--- src/rtl/i2c_xfer_seq.sv ---
module i2c_xfer_seq #(
  parameter int LEN_W = 10
) (
  input  logic             clk,
  input  logic             rst_n,
  input  logic             go,
  input  logic [7:0]       adr0,
  input  logic [7:0]       adr1,
  input  logic             ten_bit,
  input  logic [LEN_W-1:0] xfer_len,
  input  logic             keep_bus,
  input  logic             bus_free,
  input  logic             tx_wr,
  input  logic [7:0]       tx_data,
  output logic             tx_full,
  output logic             tx_empty,
  input  logic             rx_rd,
  output logic [7:0]       rx_data,
  output logic             rx_full,
  output logic             rx_empty,
  output logic             cmd_valid,
  output logic [1:0]       cmd_op,
  output logic [7:0]       cmd_wdata,
  output logic             cmd_nack,
  input  logic             eng_done,
  input  logic             eng_nack,
  input  logic             eng_arb_lost,
  input  logic [7:0]       eng_rdata,
  output logic             hold_scl,
  output logic             busy,
  output logic             nack_flag,
  output logic             arb_flag
);

  localparam logic [1:0] OP_START = 2'd0;
  localparam logic [1:0] OP_WRITE = 2'd1;
  localparam logic [1:0] OP_READ  = 2'd2;
  localparam logic [1:0] OP_STOP  = 2'd3;
  localparam logic [LEN_W-1:0] ONE = 1;
  localparam logic [4:0] PREFIX = 5'b11110;

  typedef enum logic [2:0] {S_IDLE, S_START, S_A1, S_A2, S_RS, S_A3, S_DATA, S_STOP} st_t;

  st_t st, fin, after_addr;
  logic pend, owned, ten_q, rd_q, keep_q;
  logic [7:0] a0_q, a1_q;
  logic [LEN_W-1:0] left;

  logic [7:0] txm [2];
  logic [7:0] rxm [2];
  logic txw, txr, rxw, rxr;
  logic [1:0] txc, rxc;

  logic stall, done, start_ok, tx_push, tx_pop, rx_push, rx_pop;

  assign tx_full  = (txc == 2'd2);
  assign tx_empty = (txc == 2'd0);
  assign rx_full  = (rxc == 2'd2);
  assign rx_empty = (rxc == 2'd0);
  assign rx_data  = rxm[rxr];

  assign busy      = (st != S_IDLE);
  assign stall     = (st == S_DATA) && (rd_q ? rx_full : tx_empty);
  assign hold_scl  = stall;
  assign cmd_valid = busy && !pend && !stall;
  assign cmd_nack  = (st == S_DATA) && rd_q && (left == ONE);
  assign done      = eng_done && pend;
  assign start_ok  = !busy && go && (bus_free || owned);

  assign tx_push = tx_wr && !tx_full;
  assign tx_pop  = cmd_valid && (st == S_DATA) && !rd_q;
  assign rx_push = done && !eng_arb_lost && (st == S_DATA) && rd_q;
  assign rx_pop  = rx_rd && !rx_empty;

  assign fin        = keep_q ? S_IDLE : S_STOP;
  assign after_addr = (left == '0) ? fin : S_DATA;

  always_comb begin
    case (st)
      S_START, S_RS: cmd_op = OP_START;
      S_STOP:        cmd_op = OP_STOP;
      S_DATA:        cmd_op = rd_q ? OP_READ : OP_WRITE;
      default:       cmd_op = OP_WRITE;
    endcase
    case (st)
      S_A1:    cmd_wdata = ten_q ? {PREFIX, a0_q[2:1], 1'b0} : a0_q;
      S_A2:    cmd_wdata = a1_q;
      S_A3:    cmd_wdata = {PREFIX, a0_q[2:1], 1'b1};
      S_DATA:  cmd_wdata = rd_q ? 8'h00 : txm[txr];
      default: cmd_wdata = 8'h00;
    endcase
  end

  always_ff @(posedge clk or negedge rst_n) begin
    if (!rst_n) begin
      st        <= S_IDLE;
      pend      <= 1'b0;
      owned     <= 1'b0;
      ten_q     <= 1'b0;
      rd_q      <= 1'b0;
      keep_q    <= 1'b0;
      a0_q      <= 8'h00;
      a1_q      <= 8'h00;
      left      <= '0;
      nack_flag <= 1'b0;
      arb_flag  <= 1'b0;
    end else begin
      if (cmd_valid)     pend <= 1'b1;
      else if (eng_done) pend <= 1'b0;

      if (start_ok) begin
        st        <= S_START;
        ten_q     <= ten_bit;
        rd_q      <= adr0[0];
        keep_q    <= keep_bus;
        a0_q      <= adr0;
        a1_q      <= adr1;
        left      <= xfer_len;
        nack_flag <= 1'b0;
        arb_flag  <= 1'b0;
      end else if (done) begin
        if (eng_arb_lost) begin
          arb_flag <= 1'b1;
          owned    <= 1'b0;
          st       <= S_IDLE;
        end else begin
          case (st)
            S_START: begin
              owned <= 1'b1;
              st    <= S_A1;
            end
            S_A1:
              if (eng_nack) begin
                nack_flag <= 1'b1;
                st        <= S_STOP;
              end else st <= ten_q ? S_A2 : after_addr;
            S_A2:
              if (eng_nack) begin
                nack_flag <= 1'b1;
                st        <= S_STOP;
              end else st <= rd_q ? S_RS : after_addr;
            S_RS: st <= S_A3;
            S_A3:
              if (eng_nack) begin
                nack_flag <= 1'b1;
                st        <= S_STOP;
              end else st <= after_addr;
            S_DATA:
              if (!rd_q && eng_nack) begin
                nack_flag <= 1'b1;
                st        <= S_STOP;
              end else begin
                left <= left - ONE;
                if (left == ONE) st <= fin;
              end
            S_STOP: begin
              owned <= 1'b0;
              st    <= S_IDLE;
            end
            default: st <= S_IDLE;
          endcase
        end
      end
    end
  end

  always_ff @(posedge clk or negedge rst_n) begin
    if (!rst_n) begin
      txw <= 1'b0;
      txr <= 1'b0;
      txc <= 2'd0;
      rxw <= 1'b0;
      rxr <= 1'b0;
      rxc <= 2'd0;
      txm[0] <= 8'h00;
      txm[1] <= 8'h00;
      rxm[0] <= 8'h00;
      rxm[1] <= 8'h00;
    end else begin
      if (tx_push) begin
        txm[txw] <= tx_data;
        txw      <= ~txw;
      end
      if (tx_pop) txr <= ~txr;
      txc <= txc + {1'b0, tx_push} - {1'b0, tx_pop};
      if (rx_push) begin
        rxm[rxw] <= eng_rdata;
        rxw      <= ~rxw;
      end
      if (rx_pop) rxr <= ~rxr;
      rxc <= rxc + {1'b0, rx_push} - {1'b0, rx_pop};
    end
  end

endmodule

--- config.mk ---
export PLATFORM = sky130hd
export DESIGN_NAME = i2c_xfer_seq
export DESIGN_NICKNAME = d
export VERILOG_FILES = /design/src/rtl/i2c_xfer_seq.sv
export SDC_FILE = /design/constraint.sdc
export NUM_CORES = 1
export LEC_CHECK = 0
export CAP_MARGIN = 20
export CORE_MARGIN = 1
export CORE_UTILIZATION = 40
export CTS_CLUSTER_DIAMETER = 40
export CTS_CLUSTER_SIZE = 30
export DETAILED_ROUTE_END_ITERATION = 10
export PLACE_DENSITY = 0.61
export SYNTH_ARGS = -nofsm -noshare
export SYNTH_HDL_FRONTEND = slang
export SYNTH_SLANG_ARGS = --single-unit
--- constraint.sdc ---
create_clock -name clk -period 2.5 [get_ports clk]
set_input_delay 0.375 -clock clk [delete_from_list [all_inputs] [get_ports clk]]
set_output_delay 0.375 -clock clk [all_outputs]
set_load 0.05 [all_outputs]
==> out/results.ini, run 1 <==
[placement]
gp_congestion=0.8669
portBuffers=80
dpl.hpwl_um=6841

[die]
dieHeight_um=99.96
row_count=35
coreArea_um2=9284
initial_core_util_pct=41.35
num_io_pins=81
fp.dieW_um=99.96
die-area_um2=9992

[sta]
fmax_ghz=0.4248
finalSetupViolCount=0
holdWs_ns=0.02728
drv_slew=0
rsz0062_at_grt=false
slew_headroom_pct=58.19
fin_crit_ns=2.354
max_slew.worst_pin.slew_ns=0.6271
finalHoldViolCount=0
fin_crit_sh_pct=94.17
skew_ns=0.01353
tns_ns=0

[power]
irDropWorstVdd_mv=0.7359
power.density_nw_per_um2=1182
p_leak_nw=2.290

[setup_path]
cpMostUsedCell=and3_1
cp-end-kind=primary output
r2r_slack_ns=0.34
slowest_delay_ns=0.51
crit_chain=nor4_1, and3_1, and3_1, buf_12
cp_slowest_cell=nor4_1
start_kind=flip-flop
crit_fanout=7
worstPathRequired_ns=2.12
critPathKind=flip-flop to primary output
worstPathArrival_ns=1.98

[routing]
viasPerCell=5.239
finalWirelength_um=9443
antenna_left=0
drt-pass1-iter-count=4
drt-wirelength-per-cell_um=15.98
drc=0
drt_iter0_drc=132
via_count=3096

[cells_and_area]
nNetsFinal=517
num_antenna_cells=0
drive_gt1_share_pct=21.86
finish.utilization_pct=55.86
n_fill_cell=860
area_delta_synth_final_pct=35.10

[synthesis]
ys_types=52
synth-seq-cells=75
syn-num-nets=431
yosysWarnings=0
syn-instance-count=371
synth_edf_count=0
synth_common_cells=75 x dfrtp_1, 63 x nand2_1, 41 x mux2_2
async_reset_ff_share_pct=100.0
synthMostInstantiatedCell=dfrtp_1
synth_seq_area_share_pct=48.89
synth.avg_cell_area_um2=10.35
synth_ff_type=dfrtp_1
yosys.area.top_type=dfrtp_1
synthTopCellsByArea=dfrtp_1 49%, mux2_2 12%, nand2_1 6.2%
syn_area_um2=3839
synth_top_area_share_pct=48.89

[clocking]
cts_buffer_depth=2
clk_pin_slew_worst_paths_ns=0.09
cts_sinks=75
cts_tree=yes
clk_latency_ns=0.35
numCtsBuffers=9
htreeDepth=3
cts-root-buf=clkbuf_8

[run_status]
run_status=finished clean

[flow_run]
drv_cap=0

[grt]
grt_pass1_vias=3174
grt_antenna_before_repair=0
grt_max_degree=34
grt_pass1_wl_um=15500
grt_overflow_total=0
globalRouteTotalUtil_pct=20.12

[min_path]
min_path_type=input pin to async pin

sequential cells by signal, indices dropped and copies added (netlist names), 2 cells and up:
name	flops
txc	2
left	10
a1_q	8
rxc	2
st	3
a0_q	8
txm	16
rxm	16
through the flow:
stage	std cells	area, um^2	setup WS [ns]	power, mW
after floorplan	371	3850	0.1580	3.975
after global placement	575	4960	0.2957	5.018
after detailed placement	575	4960	0.1892	5.078
after CTS	591	5184	0.03841	6.159
after global routing	591	5186	0.008906	6.518
final	591	5186	0.1458	6.132
path summary, 6_finish.rpt:
kind,start,cells past startpoint,end
setup / recovery,left[4],4,cmd_nack
setup reg to reg,txc[1],9,txc[1]
max in group asynchronous,rst_n,3,a0_q[3]
hold / removal,rst_n,1,rxm[9]
hold reg to reg,a0_q[7],2,a0_q[7]
min in group clk,a0_q[7],2,a0_q[7]
routing by layer:
layer  wire length [um]  GRT usage (%)  up-vias
li1                   -              -     1489
met1               4399          26.94     1516
met2               4540          32.89       86
met3                432          5.223        5
met4                 70          4.412        0
met5                  0              0        -
where the power goes:
part,total [mW],internal (mW),switching [mW]
clock,1.06,0.577,0.485
sequential,2.17,1.69,0.477
combinational,2.90,1.29,1.61
total,6.13,3.56,2.58
worst max-delay path, delay by kind of cell (launching register included):
kind	cells	cell delay (ns)
buf+inv	1	0.15
simple gates	3	1.03
flops	1	0.45
kinds of logic (layout without fill, tap and decap cells):
family                   count (synthesis)  count (layout)  share of synthesized area, %
AO/OA/AOI/OAI                           64              64                         11.21
XOR/XNOR                                13              13                         2.966
adder cells (fa/ha/maj)                  7               7                         2.282
buffers and inverters                   32             123                         3.618
flip-flops                              75              75                         48.89
multiplexers                            50              50                         14.37
AND/OR/NAND/NOR                        130             130                         16.66
repair_timing:
| item | in CTS | in global routing |
|---|---|---|
| hold buffers | 0 | 0 |
| setup endpoints to repair | 0 | 12 |
| resized for setup | 0 | 2 |
| buffers inserted | 0 | 0 |
cells in the final DEF, fill, tap and decap left out, types with 3 or more instances in the layout:
cell type	n
inv_1	10
a21oi_1	9
o221ai_1	7
nand2_1	63
a22o_1	3
clkbuf_8	9
nand3_1	3
ha_1	7
buf_4	17
a22oi_1	4
o21ai_0	17
buf_12	13
nand3b_1	5
a31oi_1	8
nand2b_1	4
nor2b_1	6
mux2i_1	9
xor2_1	6
nand4_1	6
clkdlybuf4s50_1	65
or4_1	3
xnor2_1	7
dfrtp_1	73
nor2_1	15
nor4_1	4
mux2_2	41
nor3_1	4
cell type report:
| cell class | instances | area, um^2 | share of cell area (%) |
|---|---|---|---|
| flip-flops and latches | 75 | 1879 | 36.24 |
| multi-input cells | 264 | 1837 | 35.42 |
| repair buffers | 96 | 1044 | 20.12 |
| well taps | 129 | 161.4 | 3.112 |
| clock buffers | 10 | 127.6 | 2.461 |
| clock inverters | 6 | 96.34 | 1.858 |
| inverters | 11 | 41.29 | 0.7961 |
(Power assumes the default switching activity.)
==> run 2, diff against run 1 <==
--- a/config.mk
+++ b/config.mk
@@ -11,7 +11,7 @@
 export CTS_CLUSTER_DIAMETER = 40
 export CTS_CLUSTER_SIZE = 30
 export DETAILED_ROUTE_END_ITERATION = 10
-export PLACE_DENSITY = 0.61
+export PLACE_DENSITY = 0.65
 export SYNTH_ARGS = -nofsm -noshare
 export SYNTH_HDL_FRONTEND = slang
 export SYNTH_SLANG_ARGS = --single-unit
==> run 2 against run 1 <==
Compared with the run above:
- critical path depth unchanged
- final cell count down 0.68%
- cell area down 1.4%
- maximum frequency up 0.60%
- wire length down 1.7%
- register-to-register slack better by 0.03 ns
- largest power group unchanged
- clock power down 9.7%
- clock skew down 0.0057 ns
- combinational power down 2%
==> out/results.ini, run 2 (same netlist as run 1, synthesis figures left out) <==
[clocking]
htreeDepth=3  ; unchanged
cts_sinks=75  ; unchanged
numCtsBuffers=9  ; unchanged
cts-root-buf=clkbuf_8
clk_latency_ns=0.36  ; about the same
cts_buffer_depth=2  ; unchanged
cts_tree=yes
clk_pin_slew_worst_paths_ns=0.08  ; about the same
hold_buffers=0  ; unchanged

[sta]
slew_headroom_pct=37.18  ; -21 points
finalHoldViolCount=0  ; unchanged
worst_slack_ns=0.1598  ; +0.01405 ns
skew_ns=0.007785  ; -0.005744 ns
tns_ns=0  ; unchanged
finalSetupViolCount=0  ; unchanged
drv_slew=0  ; unchanged
holdWs_ns=0.1648  ; +0.1375 ns
rsz0062_at_grt=false
fin_crit_sh_pct=93.61  ; -0.56 points
fmax_ghz=0.4273  ; +0.60%
fin_crit_ns=2.340  ; -0.01405 ns
max_slew.worst_pin.slew_ns=0.9423  ; +0.3151 ns

[routing]
drt-pass1-iter-count=4  ; unchanged
drt-wirelength-per-cell_um=15.81  ; -1.1%
finalWirelength_um=9280  ; -1.7%
drt_iter0_drc=88  ; -33%
drc=0  ; unchanged
viasPerCell=5.201  ; -0.72%
via_count=3053  ; -1.4%
antenna_left=0  ; unchanged

[grt]
grt_overflow_total=0  ; unchanged
grt_max_degree=76  ; +120%
grt_pass1_vias=3105  ; -2.2%
grt_pass1_wl_um=15150  ; -2.3%
globalRouteTotalUtil_pct=19.76  ; -0.35 points
grt_antenna_before_repair=0  ; unchanged

[power]
irDropWorstVdd_mv=0.7303  ; -0.76%
seq_power_share_pct=36.5  ; +1.2 points
switching_share_pct=42.70  ; +0.69 points
p_sw_mw=2.557  ; -0.76%
p_leak_nw=2.250  ; -1.7%
clkPwrFrac_pct=16.0  ; -1.3 points
p_int_mw=3.430  ; -3.5%
power.density_nw_per_um2=1170  ; -1.0%
p_comb_share_pct=47.5  ; +0.2 points

[die]
die-area_um2=9992  ; unchanged
fp.dieW_um=99.96  ; unchanged
dieHeight_um=99.96  ; unchanged
initial_core_util_pct=41.35  ; unchanged
row_count=35  ; unchanged
num_io_pins=81  ; unchanged
coreArea_um2=9284  ; unchanged

[cells_and_area]
fin_cells=587  ; -0.68%
area_delta_synth_final_pct=33.28
reg_top3=rxm x16, txm x16, left x10
num_antenna_cells=0  ; unchanged
drive_gt1_share_pct=21.83  ; -0.027 points
layout_common_cells=72 x dfrtp_1, 65 x clkdlybuf4s50_1, 63 x nand2_1
nNetsFinal=513  ; -0.77%
final_common_cell=dfrtp_1

[setup_path]
worstPathRequired_ns=2.12  ; about the same
cp-end-kind=primary output
crit_chain=nor2b_2, a22oi_1, o221ai_1, buf_12
start_kind=flip-flop
slowest_delay_ns=0.55  ; +0.04 ns
worstPathArrival_ns=1.97  ; about the same
crit_fanout=18  ; +11
cp_slowest_cell=dfrtp_2
critPathKind=flip-flop to primary output

[placement]
gp_congestion=0.7794  ; -10%
pre_cts_ws_ns=0.2009  ; +0.01177 ns
dpl.hpwl_um=6606  ; -3.4%
portBuffers=80  ; unchanged
placed_cells=571  ; -0.70%

[min_path]
min_path_type=input pin to async pin

[run_status]
run_status=finished clean

[flow_run]
drv_cap=0  ; unchanged

run 2: cell type report:
cell class | instances | area, um^2
inverter | 11 | 41.29
clock buffer | 10 | 127.6
sequential | 75 | 1881
multi-input combinational | 264 | 1842
clock inverter | 6 | 72.57
timing repair buffer | 92 | 991.0
fill | 855 | 4168
tap | 129 | 161.4
run 2: critical path, delay by kind of cell, from the launching register on:
family                 cells  cell delay [ns]
AOI/OAI and AO/OA          2             0.46
DFF                        1             0.55
and+or+nand+nor            1             0.42
buffers and inverters      1             0.18
run 2: path summary, 6_finish.rpt:
kind,cells after the start,end,startpoint,slack [ns]
max,4,cmd_wdata[1],st[2],0.16
max in group asynchronous,1,rxr,rst_n,1.68
min,1,a1_q[5],rst_n,0.16
min in group clk,2,a0_q[5],a0_q[5],0.48
max reg2reg,9,txc[1],txc[1],0.37
min reg2reg,2,a0_q[5],a0_q[5],0.48
run 2: per-stage QoR:
stage / total power [mW] / instance area, um^2 / utilization, %
floorplan: 3.975 / 3850 / -
global route: 6.388 / 5116 / 55.11
CTS: 6.021 / 5110 / 55.04
finish: 5.987 / 5116 / 55.11
detailed placement: 5.038 / 4907 / 52.86
global placement: 4.960 / 4907 / 52.86
run 2: power groups by stage:
stage	Combinational, mW	Clock, mW	Sequential (mW)
global placement	2.79	0	2.17
finish	2.85	0.957	2.18
global route	3.09	1.03	2.26
CTS	2.86	0.990	2.17
floorplan	1.98	0	1.99
detailed placement	2.84	0	2.19
run 2: timing repair:
action / 4_1_cts / 5_1_grt
setup buffers: 0 / 0
endpoints found under the setup margin: 7 / 11
resized for setup: 1 / 4
cloned: 0 / 0
run 2: layer usage:
metal | up-vias | GRT usage (%) | share of wire (%)
li1 | 1483 | - | -
met1 | 1488 | 26.03 | 47
met2 | 69 | 31.99 | 48
met3 | 13 | 5.153 | 3.8
met4 | 0 | 6.109 | 1.2
met5 | - | 0 | 0
==> run 3, diff against run 2 <==
--- a/config.mk
+++ b/config.mk
@@ -6,11 +6,14 @@
 export NUM_CORES = 1
 export LEC_CHECK = 0
 export CAP_MARGIN = 20
+export CORE_ASPECT_RATIO = 0.6
 export CORE_MARGIN = 1
 export CORE_UTILIZATION = 40
+export CTS_BUF_LIST = sky130_fd_sc_hd__clkbuf_4 sky130_fd_sc_hd__clkbuf_8
 export CTS_CLUSTER_DIAMETER = 40
 export CTS_CLUSTER_SIZE = 30
 export DETAILED_ROUTE_END_ITERATION = 10
+export GPL_ROUTABILITY_DRIVEN = 0
 export PLACE_DENSITY = 0.65
 export SYNTH_ARGS = -nofsm -noshare
 export SYNTH_HDL_FRONTEND = slang
==> run 3 against run 2 <==
Compared with the run above:
- setup slack got worse by 0.026 ns
- cell area up 1.0%
- critical path type unchanged
- highest routed layer unchanged
- sequential cell count did not move
- critical endpoint is now cmd_nack
- clock power shrank 5.7%
- maximum frequency fell by 1.1%
==> out/results.ini, run 3 (same netlist as run 1, synthesis figures left out) <==
[grt]
globalRouteTotalUtil_pct=20.96  ; +1.2 points
grt_pass1_wl_um=15710  ; +3.7%
grt_overflow_total=0  ; unchanged
grt_pass1_vias=3064  ; -1.3%
grt_max_degree=46  ; -39%
grt_antenna_before_repair=0  ; unchanged

[setup_path]
worstPathArrival_ns=1.99  ; +0.02 ns
cp-startpoint=left[2]
cp-end-kind=primary output
slowest_delay_ns=0.54  ; about the same
r2r_slack_ns=0.45  ; +0.08 ns
crit_chain=nor4_1, and3_1, and3_1, buf_12
cpMostUsedCell=and3_1
rr_startpoint=st[1]
start_kind=flip-flop
crit_fanout=5  ; -13
reg2reg_to=left[1]
cp_slowest_cell=nor4_1
r2r_cells=5  ; -4
crit_path_end=cmd_nack
worstPathRequired_ns=2.12  ; about the same
critPathKind=flip-flop to primary output

[sta]
fin_crit_sh_pct=94.64  ; +1.0 points
rsz0062_at_grt=false
drv_slew=0  ; unchanged
max_slew.worst_pin.slew_ns=0.5928  ; -0.3494 ns
finalSetupViolCount=0  ; unchanged
skew_ns=0.008142  ; +0.0003566 ns
worst_slack_ns=0.1341  ; -0.02575 ns
finalHoldViolCount=0  ; unchanged
fmax_ghz=0.4227  ; -1.1%
holdWs_ns=0.01811  ; -0.1467 ns
tns_ns=0  ; unchanged
slew_headroom_pct=60.48  ; +23 points
fin_crit_ns=2.366  ; +0.02575 ns

[cells_and_area]
nNetsFinal=520  ; +1.4%
reg_top3=rxm x16, txm x16, left x10
area_delta_synth_final_pct=34.65
layout_common_cells=73 x dfrtp_1, 65 x clkdlybuf4s50_1, 63 x nand2_1
finalInstanceArea_um2=5169  ; +1.0%
num_antenna_cells=0  ; unchanged
final_common_cell=dfrtp_1
drive_gt1_share_pct=22.84  ; +1.0 points

[placement]
portBuffers=80  ; unchanged
pre_cts_ws_ns=0.2221  ; +0.02117 ns
dpl.hpwl_um=7065  ; +7.0%
placed_area_um2=4974  ; +1.4%

[clocking]
numCtsBuffers=9  ; unchanged
post_cts_buffers=0  ; unchanged
cts_sinks=75  ; unchanged
hold_buffers=0  ; unchanged
clk_latency_ns=0.35  ; about the same
htreeDepth=3  ; unchanged
clk_pin_slew_worst_paths_ns=0.07  ; about the same
cts-root-buf=clkbuf_8
cts_buffer_depth=2  ; unchanged
cts_tree=yes

[routing]
drt_iter0_drc=309  ; +250%
drt-wirelength-per-cell_um=16.28  ; +3.0%
finalWirelength_um=9672  ; +4.2%
drt-pass1-iter-count=5  ; +1
antenna_left=0  ; unchanged
viasPerCell=5.310  ; +2.1%
via_count=3154  ; +3.3%
drc=0  ; unchanged

[die]
dieHeight_um=77.88  ; -22%
row_count=27  ; -23%
num_io_pins=81  ; unchanged
coreArea_um2=9256  ; -0.30%
initial_core_util_pct=41.47  ; +0.12 points
fp.dieW_um=128.5  ; +29%
die-area_um2=10010  ; +0.13%

[power]
p_leak_nw=2.282  ; +1.4%
p_comb_share_pct=48.9  ; +1.4 points
power.density_nw_per_um2=1158  ; -1.1%
p_sw_mw=2.534  ; -0.89%
clkPwrFrac_pct=15.1  ; -0.9 points
switching_share_pct=42.35  ; -0.35 points
p_int_mw=3.449  ; +0.55%
totalPowerFinal_mw=5.983  ; about the same
irDropWorstVdd_mv=1.021  ; +40%
seq_power_share_pct=36.0  ; -0.5 points

[flow_run]
drv_cap=0  ; unchanged

[min_path]
min_path_type=input pin to async pin

[run_status]
run_status=finished clean

run 3: cell types whose count changed in the layout (fill, tap and decap cells not counted), sizes merged:
cell,before,now
buf,27,34
inv,12,10
clkinv,3,2
clkinvlp,1,3
run 3: power by group through the flow:
stage | registers [mW] | clock network [mW] | logic [mW]
after CTS | 2.15 | 0.936 | 2.92
after global placement | 2.15 | 0 | 2.87
after floorplan | 1.99 | 0 | 1.98
after global routing | 2.23 | 0.990 | 3.15
after detailed placement | 2.16 | 0 | 2.91
final | 2.15 | 0.902 | 2.93
run 3: timing repair:
item	4_1_cts	5_1_grt
cloned	0	0
setup endpoints to repair	3	8
resized for setup	1	3
pin swaps	0	0
run 3: worst min-delay path by stage:
| stage | startpoint | to | slack (ns) | depth (start not counted) |
|---|---|---|---|---|
| after floorplan | rst_n | a0_q[0] | 0.08 | 0 |
| final | rst_n | a1_q[1] | 0.02 | 1 |
| after global placement | rst_n | left[6] | 0.41 | 1 |
| after global routing | rst_n | a1_q[1] | 0.04 | 1 |
| after detailed placement | rst_n | a1_q[1] | 0.41 | 1 |
| after CTS | rst_n | left[4] | 0.02 | 1 |
run 3: area by class of cell:
| type | count | area [um^2] |
|---|---|---|
| Inverter | 11 | 45.04 |
| Sequential cell | 75 | 1879 |
| Clock buffer | 10 | 131.4 |
| Fill cell | 813 | 4088 |
| Timing Repair Buffer | 99 | 1056 |
| Clock inverter | 5 | 55.05 |
| Multi-Input combinational cell | 264 | 1839 |
| Tap cell | 130 | 162.7 |
run 3: per-layer routing:
layer	vias up	wire length [um]	track usage (%)
li1	1501	-	-
met1	1509	4888	31.99
met2	135	3845	27.41
met3	9	861	7.172
met4	0	76	5.765
met5	-	0	0
run 3: critical path, delay by kind of cell (launching register included):
| family | cells | cell delay [ns] |
|---|---|---|
| DFF | 1 | 0.45 |
| buffers and inverters | 1 | 0.15 |
| and+or+nand+nor | 3 | 1.04 |
run 3: through the flow:
step	std cells	utilization [%]
2_1_floorplan	371	-
3_3_place_gp	579	53.73
3_5_place_dp	579	53.73
4_1_cts	594	55.77
5_1_grt	594	55.84
6_report	594	55.84
